[config.mk]
export PLATFORM = sky130hd
export DESIGN_NAME = simd_array
export DESIGN_NICKNAME = d
export VERILOG_FILES = /design/src/rtl/simd_pkg.sv /design/src/rtl/simd_pe.sv /design/src/rtl/simd_or_tree.sv /design/src/rtl/simd_array.sv
export SDC_FILE = /design/constraint.sdc
export NUM_CORES = 1
export LEC_CHECK = 0
export CORE_ASPECT_RATIO = 0.5
export CORE_UTILIZATION = 50
export CTS_BUF_LIST = sky130_fd_sc_hd__clkbuf_4 sky130_fd_sc_hd__clkbuf_8 sky130_fd_sc_hd__clkbuf_16
export CTS_CLUSTER_SIZE = 25
export DETAILED_ROUTE_END_ITERATION = 7
export GPL_ROUTABILITY_DRIVEN = 0
export PLACE_DENSITY = 0.66
export SYNTH_ARGS = -nofsm -noshare
export SYNTH_HDL_FRONTEND = slang
export SYNTH_SLANG_ARGS = --single-unit
[constraint.sdc]
create_clock -name clk -period 4 [get_ports clk]
set_clock_uncertainty 0.2 [all_clocks]
set_input_delay 0.4 -clock clk [delete_from_list [all_inputs] [get_ports clk]]
set_output_delay 0.4 -clock clk [all_outputs]
set_load 0.02 [all_outputs]
[src/rtl/simd_pkg.sv]
// Package: shared encodings for the bit-serial SIMD array.
// Assumes: op and source codes are fixed by the broadcast control format.
package simd_pkg;

    typedef enum logic [3:0] {
        OP_NOP     = 4'd0,
        OP_COPY    = 4'd1,
        OP_AND     = 4'd2,
        OP_OR      = 4'd3,
        OP_XOR     = 4'd4,
        OP_NOT     = 4'd5,
        OP_ADD     = 4'd6,
        OP_LDMASK  = 4'd7,
        OP_INVMASK = 4'd8,
        OP_LDCARRY = 4'd9
    } op_e;

    typedef enum logic [2:0] {
        SRC_REG  = 3'd0,
        SRC_N    = 3'd1,
        SRC_E    = 3'd2,
        SRC_S    = 3'd3,
        SRC_W    = 3'd4,
        SRC_IMM  = 3'd5,
        SRC_MASK = 3'd6
    } src_e;

    // Bits arriving from the four mesh neighbours
    typedef struct packed {
        logic n;
        logic e;
        logic s;
        logic w;
    } nbr_t;

endpackage

[src/rtl/simd_pe.sv]
// Module: one bit-serial processing element.
// Holds NREG one-bit registers, a carry and a mask; executes the broadcast
// control word each cycle. Assumes NREG is a power of two so every register
// index is in range. Mask operations ignore the conditional flag.
module simd_pe
    import simd_pkg::*;
#(
    parameter int NREG   = 4,
    parameter int RSEL_W = 2,
    parameter int TSEL_W = 3
) (
    input  logic              clk,
    input  logic              rst_n,
    input  logic [3:0]        op_i,
    input  logic [2:0]        src_i,
    input  logic [RSEL_W-1:0] src_reg_i,
    input  logic [RSEL_W-1:0] dst_reg_i,
    input  logic              cond_i,
    input  logic              imm_i,
    input  nbr_t              nbr_i,
    input  logic [TSEL_W-1:0] tree_sel_i,
    input  logic              tree_en_i,
    output logic [NREG-1:0]   regs_o,
    output logic              mask_o,
    output logic              carry_o,
    output logic              tree_bit_o
);

    logic [NREG-1:0] regs_q;
    logic            mask_q;
    logic            carry_q;
    logic            opd;
    logic            acc;
    logic            res;
    logic            carry_nx;
    logic            reg_we;
    logic            carry_we;
    logic            allow_w;

    // Purpose: select the operand bit from the broadcast source code
    always_comb begin
        unique case (src_i)
            SRC_REG:  opd = regs_q[src_reg_i];
            SRC_N:    opd = nbr_i.n;
            SRC_E:    opd = nbr_i.e;
            SRC_S:    opd = nbr_i.s;
            SRC_W:    opd = nbr_i.w;
            SRC_IMM:  opd = imm_i;
            SRC_MASK: opd = mask_q;
            default:  opd = 1'b0;
        endcase
    end

    assign acc     = regs_q[dst_reg_i];
    assign allow_w = !cond_i || mask_q;

    // Purpose: compute the result bit, next carry and write enables
    always_comb begin
        res      = 1'b0;
        carry_nx = carry_q;
        reg_we   = 1'b0;
        carry_we = 1'b0;
        unique case (op_i)
            OP_COPY: begin res = opd;        reg_we = 1'b1; end
            OP_AND:  begin res = acc & opd;  reg_we = 1'b1; end
            OP_OR:   begin res = acc | opd;  reg_we = 1'b1; end
            OP_XOR:  begin res = acc ^ opd;  reg_we = 1'b1; end
            OP_NOT:  begin res = ~opd;       reg_we = 1'b1; end
            OP_ADD: begin
                res      = acc ^ opd ^ carry_q;
                carry_nx = (acc & opd) | (acc & carry_q) | (opd & carry_q);
                reg_we   = 1'b1;
                carry_we = 1'b1;
            end
            OP_LDCARRY: begin carry_nx = opd; carry_we = 1'b1; end
            default: ;
        endcase
    end

    // Purpose: update the general registers under the mask condition
    always_ff @(posedge clk) begin
        if (!rst_n) begin
            regs_q <= '0;
        end else if (reg_we && allow_w) begin
            for (int k = 0; k < NREG; k++) begin
                if (k == int'(dst_reg_i)) regs_q[k] <= res;
            end
        end
    end

    // Purpose: update the carry flip-flop under the mask condition
    always_ff @(posedge clk) begin
        if (!rst_n)                     carry_q <= 1'b0;
        else if (carry_we && allow_w)   carry_q <= carry_nx;
    end

    // Purpose: load or invert the mask, never gated by the mask itself
    always_ff @(posedge clk) begin
        if (!rst_n)                    mask_q <= 1'b1;
        else if (op_i == OP_LDMASK)    mask_q <= opd;
        else if (op_i == OP_INVMASK)   mask_q <= ~mask_q;
    end

    // Purpose: offer the selected state bit to the OR tree when enabled
    always_comb begin
        logic st;
        if (int'(tree_sel_i) < NREG)       st = regs_q[tree_sel_i[RSEL_W-1:0]];
        else if (int'(tree_sel_i) == NREG) st = mask_q;
        else if (int'(tree_sel_i) == NREG + 1) st = carry_q;
        else                                st = 1'b0;
        tree_bit_o = st & tree_en_i;
    end

    assign regs_o  = regs_q;
    assign mask_o  = mask_q;
    assign carry_o = carry_q;

endmodule

[src/rtl/simd_or_tree.sv]
// Module: balanced binary OR-reduction tree.
// Pads the leaf count to a power of two with zeros; purely combinational.
module simd_or_tree #(
    parameter int N = 16
) (
    input  logic [N-1:0] leaves_i,
    output logic         any_o
);

    localparam int P = (N < 2) ? 1 : (1 << $clog2(N));

    logic [2*P-1:1] node;

    // Purpose: place leaves (and zero padding) at the bottom level
    for (genvar j = 0; j < P; j++) begin : g_leaf
        if (j < N) begin : g_real
            assign node[P+j] = leaves_i[j];
        end else begin : g_pad
            assign node[P+j] = 1'b0;
        end
    end

    // Purpose: combine pairs of children into each inner node
    for (genvar i = 1; i < P; i++) begin : g_node
        assign node[i] = node[2*i] | node[2*i+1];
    end

    assign any_o = node[1];

endmodule

[src/rtl/simd_array.sv]
// Module: ROWS x COLS grid of bit-serial PEs sharing one broadcast control
// word, with mesh neighbour wiring (zero at the edges) and an OR tree for
// global status and single-PE readout. Assumes NREG is a power of two >= 2.
module simd_array
    import simd_pkg::*;
#(
    parameter int  ROWS   = 4,
    parameter int  COLS   = 4,
    parameter int  NREG   = 4,
    localparam int NPE    = ROWS * COLS,
    localparam int RSEL_W = $clog2(NREG),
    localparam int TSEL_W = $clog2(NREG + 2)
) (
    input  logic              clk,
    input  logic              rst_n,
    input  logic [3:0]        op_i,
    input  logic [2:0]        src_i,
    input  logic [RSEL_W-1:0] src_reg_i,
    input  logic [RSEL_W-1:0] dst_reg_i,
    input  logic              cond_i,
    input  logic              imm_i,
    input  logic [TSEL_W-1:0] tree_sel_i,
    input  logic [NPE-1:0]    pe_en_i,
    output logic              any_o
);

    logic [NPE*NREG-1:0] reg_flat;
    logic [NPE-1:0]      mask_all;
    logic [NPE-1:0]      carry_all;
    logic [NPE-1:0]      share_bit;
    logic [NPE-1:0]      tree_bits;

    // Purpose: each PE exposes its source-indexed register to its neighbours
    for (genvar p = 0; p < NPE; p++) begin : g_share
        assign share_bit[p] = reg_flat[p*NREG + int'(src_reg_i)];
    end

    for (genvar r = 0; r < ROWS; r++) begin : g_row
        for (genvar c = 0; c < COLS; c++) begin : g_col
            localparam int IDX = r * COLS + c;
            nbr_t nbr;

            // Purpose: wire mesh neighbours, tying off edges to zero
            if (r > 0) begin : g_n
                assign nbr.n = share_bit[IDX - COLS];
            end else begin : g_n0
                assign nbr.n = 1'b0;
            end
            if (r < ROWS - 1) begin : g_s
                assign nbr.s = share_bit[IDX + COLS];
            end else begin : g_s0
                assign nbr.s = 1'b0;
            end
            if (c > 0) begin : g_w
                assign nbr.w = share_bit[IDX - 1];
            end else begin : g_w0
                assign nbr.w = 1'b0;
            end
            if (c < COLS - 1) begin : g_e
                assign nbr.e = share_bit[IDX + 1];
            end else begin : g_e0
                assign nbr.e = 1'b0;
            end

            simd_pe #(
                .NREG   (NREG),
                .RSEL_W (RSEL_W),
                .TSEL_W (TSEL_W)
            ) u_pe (
                .clk        (clk),
                .rst_n      (rst_n),
                .op_i       (op_i),
                .src_i      (src_i),
                .src_reg_i  (src_reg_i),
                .dst_reg_i  (dst_reg_i),
                .cond_i     (cond_i),
                .imm_i      (imm_i),
                .nbr_i      (nbr),
                .tree_sel_i (tree_sel_i),
                .tree_en_i  (pe_en_i[IDX]),
                .regs_o     (reg_flat[IDX*NREG +: NREG]),
                .mask_o     (mask_all[IDX]),
                .carry_o    (carry_all[IDX]),
                .tree_bit_o (tree_bits[IDX])
            );
        end
    end

    simd_or_tree #(
        .N (NPE)
    ) u_tree (
        .leaves_i (tree_bits),
        .any_o    (any_o)
    );

endmodule

---- Word level (Yosys, flattened, before mapping) ----
Cells that the tools add are included.
word-level totals
  register bits ........................... 96
  latch bits .............................. 0
  RAM bits ................................ 0
  bits in read-only memories .............. 0
  input bits .............................. 34
  output and inout bits ................... 1
  logic and storage cells ................. 749
  memories ................................ 0
operators by class
  add/sub/neg operators ................... 15
  $mul .................................... 0
  div/mod/pow operators ................... 0
  magnitude comparators ................... 20
  equality and inequality tests ........... 20
  shift-type cells ........................ 0
  multiplexer cells ....................... 272
  bitwise logic cells ..................... 191
  reduce and logical (&&, ||, !) cells .... 135
operators with widths
  operator             number
  $mux 1               161
  $reduce_and 2->1     80
  $pmux 1 s6           24
  $bmux 1 s2           48
  $bmux 1 s6           15
  $and 1x1->1          64
  $or 1x1->1           63
  $add 6x2->7 const A  8
  $lt 7x7->1 const B   8
  $logic_and 1x1->1    32
  $not 1->1            32
  $pmux 1 s2           16
  $xor 1x1->1          32
  $lt 6x7->1 const B   4
  $pmux 1 s7           4
  $add 5x2->6 const A  4
  $pmux 1 s5           4
  $eq 4x3->1 const B   4
  $logic_or 1x1->1     16
  $eq 3x3->1 const B   5
  $lt 5x7->1 const B   2
  $add 4x2->5 const A  2
  $lt 2x3->1 const B   3
  $eq 4x2->1 const B   2
  other kinds (16)     20

---- Longest topological paths before layout ----
  depth in word-level cells ............... 9
  depth in mapped cells ................... 15
  depth with buffers taken out ............ 11

---- By module ----
A second synthesis with hierarchy kept.
unflattened totals
  cell total of the unflattened synthesis .. 1242
  area total of the unflattened synthesis .. 10989.3 µm²
modules (own cells, without submodules)
  module        times used  cells an instance  area each (µm²)
  simd_pe       16          76                 658.1
  simd_array    1           21                 427.9
  simd_or_tree  1           5                  31.3

---- Worst setup path after synthesis ----
Ideal clock, no wire load.
  path kind ............................... input-to-reg
  start ................................... input dst_reg_i[0]
  end ..................................... register g_row[1].g_col[1].u_pe.regs_q[1]
  arrival time ............................ 3154 ps
  required time ........................... 3681 ps
  slack ................................... 528 ps
  cell stages on the path ................. 8
  buffers on the path ..................... 2
  path through ............................ buf_2 > buf_1 > mux4_2 > fa_1 > mux2_2 > a22oi_1 > o2111ai_1 > o221a_2
on the way
  longest elaborated chain between the ends .. 5
  elaborated cells on any way between the ends .. 9
  those cells by class .................... 1 x eq/ne; 3 x mux; 4 x bitwise; 1 x reduce/logical
ends and longest elaborated chain
  what                          RTL line                      text
  start, declared               simd_array.sv:19              input logic [RSEL_W-1:0] dst_reg_i,
  $bmux 1 s2                    simd_pe.sv:54                 assign acc = regs_q[dst_reg_i];
  $mux 1 (not written as such)  simd_pe.sv:54
  $xor 1x1->1                   simd_pe.sv:67, simd_pe.sv:70
  $xor 1x1->1                   simd_pe.sv:70                 res = acc ^ opd ^ carry_q;
  $pmux 1 s6                    simd_pe.sv:63                 unique case (op_i)
  end, declared                 simd_pe.sv:29                 logic [NREG-1:0] regs_q;
Parallel ways exist; a longest one is shown, timed or not. The select of a mux whose other input is x is not followed.
A chain may end at the register's enable or synchronous reset.

---- Worst setup path after layout ----
  start ................................... input src_i[2]
  end ..................................... register g_row[1].g_col[2].u_pe.regs_q[3]
on the way
  longest elaborated chain between the ends .. 5
  elaborated cells on any way between the ends .. 14
  those cells by class .................... 6 x eq/ne; 2 x mux; 5 x bitwise; 1 x reduce/logical
ends and longest elaborated chain
  what                                      RTL line                      text
  start, declared                           simd_array.sv:17              input logic [2:0] src_i,
  $eq 3x3->1, or another cell as far along  simd_pe.sv:42                 unique case (src_i)
  $pmux 1 s7 *                              simd_pe.sv:42
  $xor 1x1->1                               simd_pe.sv:67, simd_pe.sv:70
  $xor 1x1->1                               simd_pe.sv:70
  $pmux 1 s6 *                              simd_pe.sv:63
  end, declared                             simd_pe.sv:29
Every way passes the cells marked *; elsewhere a longest branch is shown, timed or not.

==> key figures <==
Finish
  – Layout Cells excl Fill: 1251
  – Final instance area: 0.0101 mm2
  – Area Growth Syn to Fin: 13.3%
  – Reg area: slightly below 0.002 mm2
  – Multi-input gate area: ~0.0065 mm2
  – Fill count: approximately 1500
  – Nets: 1093
  – Layout cells sized above 1: 0.245

Yosys
  – Synthesized area per cell: between 9 and 10 um2
  – Distinct cells, synth: 69
  – Main synth FF type: dfxtp_1
  – Cell area after synthesis: about 0.009 mm2
  – Post-Synthesis Cells: ~1000
  – Top-count cell post-synth: dfxtp_1
  – Number of synthesized flops with an enable pin: 0
  – Number of synthesized register bits: 96
  – Sequential-to-total area share from yosys stat: 0.216
  – Post-synth ARST share: 0
  – Synth cell count leaders: 96 x dfxtp_1, 94 x nor2_1, 73 x nand2_1
  – Largest area contributor in the netlist: dfxtp_1
  – Synth area leaders: dfxtp_1 22%, mux4_2 12%, mux2i_1 8.0%
  – Syn Nets: between 1000 and 1500
  – Post-synth top area share: 0.216
  – Ys Warns: 0

Route
  – DRT Pass-1 Iters: 7
  – Routed WL: around 34 mm
  – Post-route ant nets: 0
  – Via count: 8775
  – DR iter-0 viols: approximately 1200
  – Via density: 7.01
  – Drt wl/cell: about 27 um
  – # DRC: 0

GRT
  – First-pass GRT wire length: just over 50 mm
  – Gr ovfl total: 0
  – Initial antenna violation count: 1
  – Pin count of the biggest net entering global routing: 40
  – All-Layer GR Usage: 0.382
  – Vias in the first global route: roughly 8300

Floorplanning
  – Die width: between 150 and 200 um
  – Die height: ~96 um
  – Initial Utilization: 0.512
  – Core Rows: 34
  – Die Area: 0.0184 mm2
  – Core area: between 0.015 and 0.02 mm2
  – Ports: 35

Timing
  – Hold slack: ~0.34 ns
  – Setup TNS after final layout: 0 ns
  – Fin. Hold Viols: 0
  – Final setup vio count: 0
  – Fin crit share: 0.911
  – Slew @ Worst Pin: between 0.8 and 0.9 ns
  – Final Max Slew Viols: 0
  – RSZ-0062 raised after global routing: no
  – Max Freq: 275 MHz
  – Post-layout min period: roughly 3.6 ns
  – Max_slew headroom: 0.452

Critical path
  – Critical-path maximum fanout: 11
  – CP max stage cell: clkdlybuf4s50_1
  – Largest delay share family, worst path: compound AO/OA/AOI/OAI gates
  – Crit-path cells: clkdlybuf4s50_1 > nand2b_1 > nor2_1 > a221o_1 > a211oi_4 > inv_2 > ha_1 > a22oi_1 > nor2_1 > a211oi_1 > o21ai_0 > o221a_2
  – CP required: a little over 4 ns
  – Crit Path Class: primary input to flip-flop
  – Crit path launch type: primary input
  – CP endpoint kind: flip-flop
  – Crit path DAT: around 3.7 ns
  – Slowest stage delay, CP: roughly 0.66 ns
  – CP most frequent cell: nor2_1
  – CP bufs+invs: 2

Clock network
  – Clock transition at path regs: roughly 0.07 ns
  – Htree depth: 3
  – Total CTS buffers: 9
  – Cts repair resizes: 0
  – Longest Clk Path Bufs: 2
  – CTS tree: built
  – Post-CTS Hold Buffers: 0
  – Root buf cell: clkbuf_16
  – Setup Buffers After CTS: 0
  – TritonCTS Sinks: 96
  – Clk_lat worst skew: approximately 0.37 ns

Power
  – Power Total: around 3.0 mW
  – Power per Cell Area: ~290 mW/mm2
  – Leakage: between 3 and 4 nW
  – Worst IR drop on VDD: 0.230 mV

Place
  – Port bufs: 34
  – Area post-placement: around 0.0098 mm2
  – Placed cell count: around 1200
  – Dpl hpwl: ~24 mm

Run status
  – Status: completed

Flow run
  – Max cap viols: 0

Worst hold path
  – Hold Path Class: flip-flop to flip-flop
report_power, final:
| group | leakage [nW] | internal [mW] | switching [mW] |
|---|---|---|---|
| Clock | 0.164 | 0.586 | 0.406 |
| Sequential | 0.783 | 1.01 | 0.0620 |
| Combinational | 3.03 | 0.387 | 0.524 |
| Total | 3.98 | 1.98 | 0.992 |
layer usage:
metal  vias up  wire length (um)  part of all wire  global-route usage
met5         -                 0                 0                   0
met4         0              1720             0.050               0.197
met3       145              4680              0.14               0.120
met2       649             13900              0.41               0.545
met1      4226             13800              0.40               0.518
li1       3755                 -                 -                   -
layout by cell type, fill, tap and decap left out, types with 30 or more instances in the layout:
| cell | instances |
|---|---|
| nand2_1 | 73 |
| mux2_2 | 48 |
| mux2i_1 | 71 |
| dfxtp_1 | 96 |
| o221a_2 | 40 |
| buf_4 | 68 |
| nand2b_1 | 35 |
| a22oi_1 | 30 |
| o21ai_0 | 67 |
| inv_1 | 35 |
| nor2_1 | 94 |
| ha_1 | 32 |
| a21oi_1 | 42 |
| clkdlybuf4s50_1 | 30 |
| mux4_2 | 46 |
cells by family (layout without fill, tap and decap cells):
logic type / after synthesis / after routing / synth area share
AO/OA/AOI/OAI: 269 / 269 / 0.230
XOR/XNOR: 16 / 16 / 0.0157
adder cells (fa/ha/maj): 48 / 48 / 0.0809
buffers and inverters: 115 / 159 / 0.0569
flip-flops: 96 / 96 / 0.216
multiplexers: 168 / 168 / 0.262
other: 0 / 1 / 0
AND/OR/NAND/NOR: 260 / 260 / 0.138
cell type report:
class	instances	area share
Multi-Input combinational cell	761	0.642
Sequential cell	96	0.190
Timing Repair Buffer	107	0.0923
Tap cell	234	0.0290
Clock buffer	13	0.0259
Inverter	36	0.0134
Clock inverter	3	0.00645
Antenna cell	1	0.000248
through the flow:
stage	util	setup WS (ns)
2_1_floorplan	-	0.528
6_report	0.580	0.357
3_5_place_dp	0.561	0.0686
4_1_cts	0.580	0.442
5_1_grt	0.580	0.145
3_3_place_gp	0.561	0.0784
sequential cells by signal, summed over array words and instances, names as in the netlist:
name	cells
g_row.g_col.u_pe.regs_o	64
g_row.g_col.u_pe.mask_o	16
g_row.g_col.u_pe.carry_o	16
final timing paths:
check	from	endpoint	slack [ns]	depth (start not counted)
min reg2reg	g_row[0].g_col[1].u_pe.carry_o	g_row[0].g_col[1].u_pe.carry_o	0.34	2
min	g_row[0].g_col[1].u_pe.carry_o	g_row[0].g_col[1].u_pe.carry_o	0.34	2
max reg2reg	g_row[2].g_col[2].u_pe.regs_o[3]	g_row[1].g_col[2].u_pe.regs_o[3]	0.71	11
max	src_i[2]	g_row[1].g_col[2].u_pe.regs_o[3]	0.36	12
worst min-delay path, stage by stage (launching register included):
cell	delay, ns
dfxtp_1	0.33
a21oi_1	0.11
a311oi_1	0.05
(Power assumes the default switching activity.)
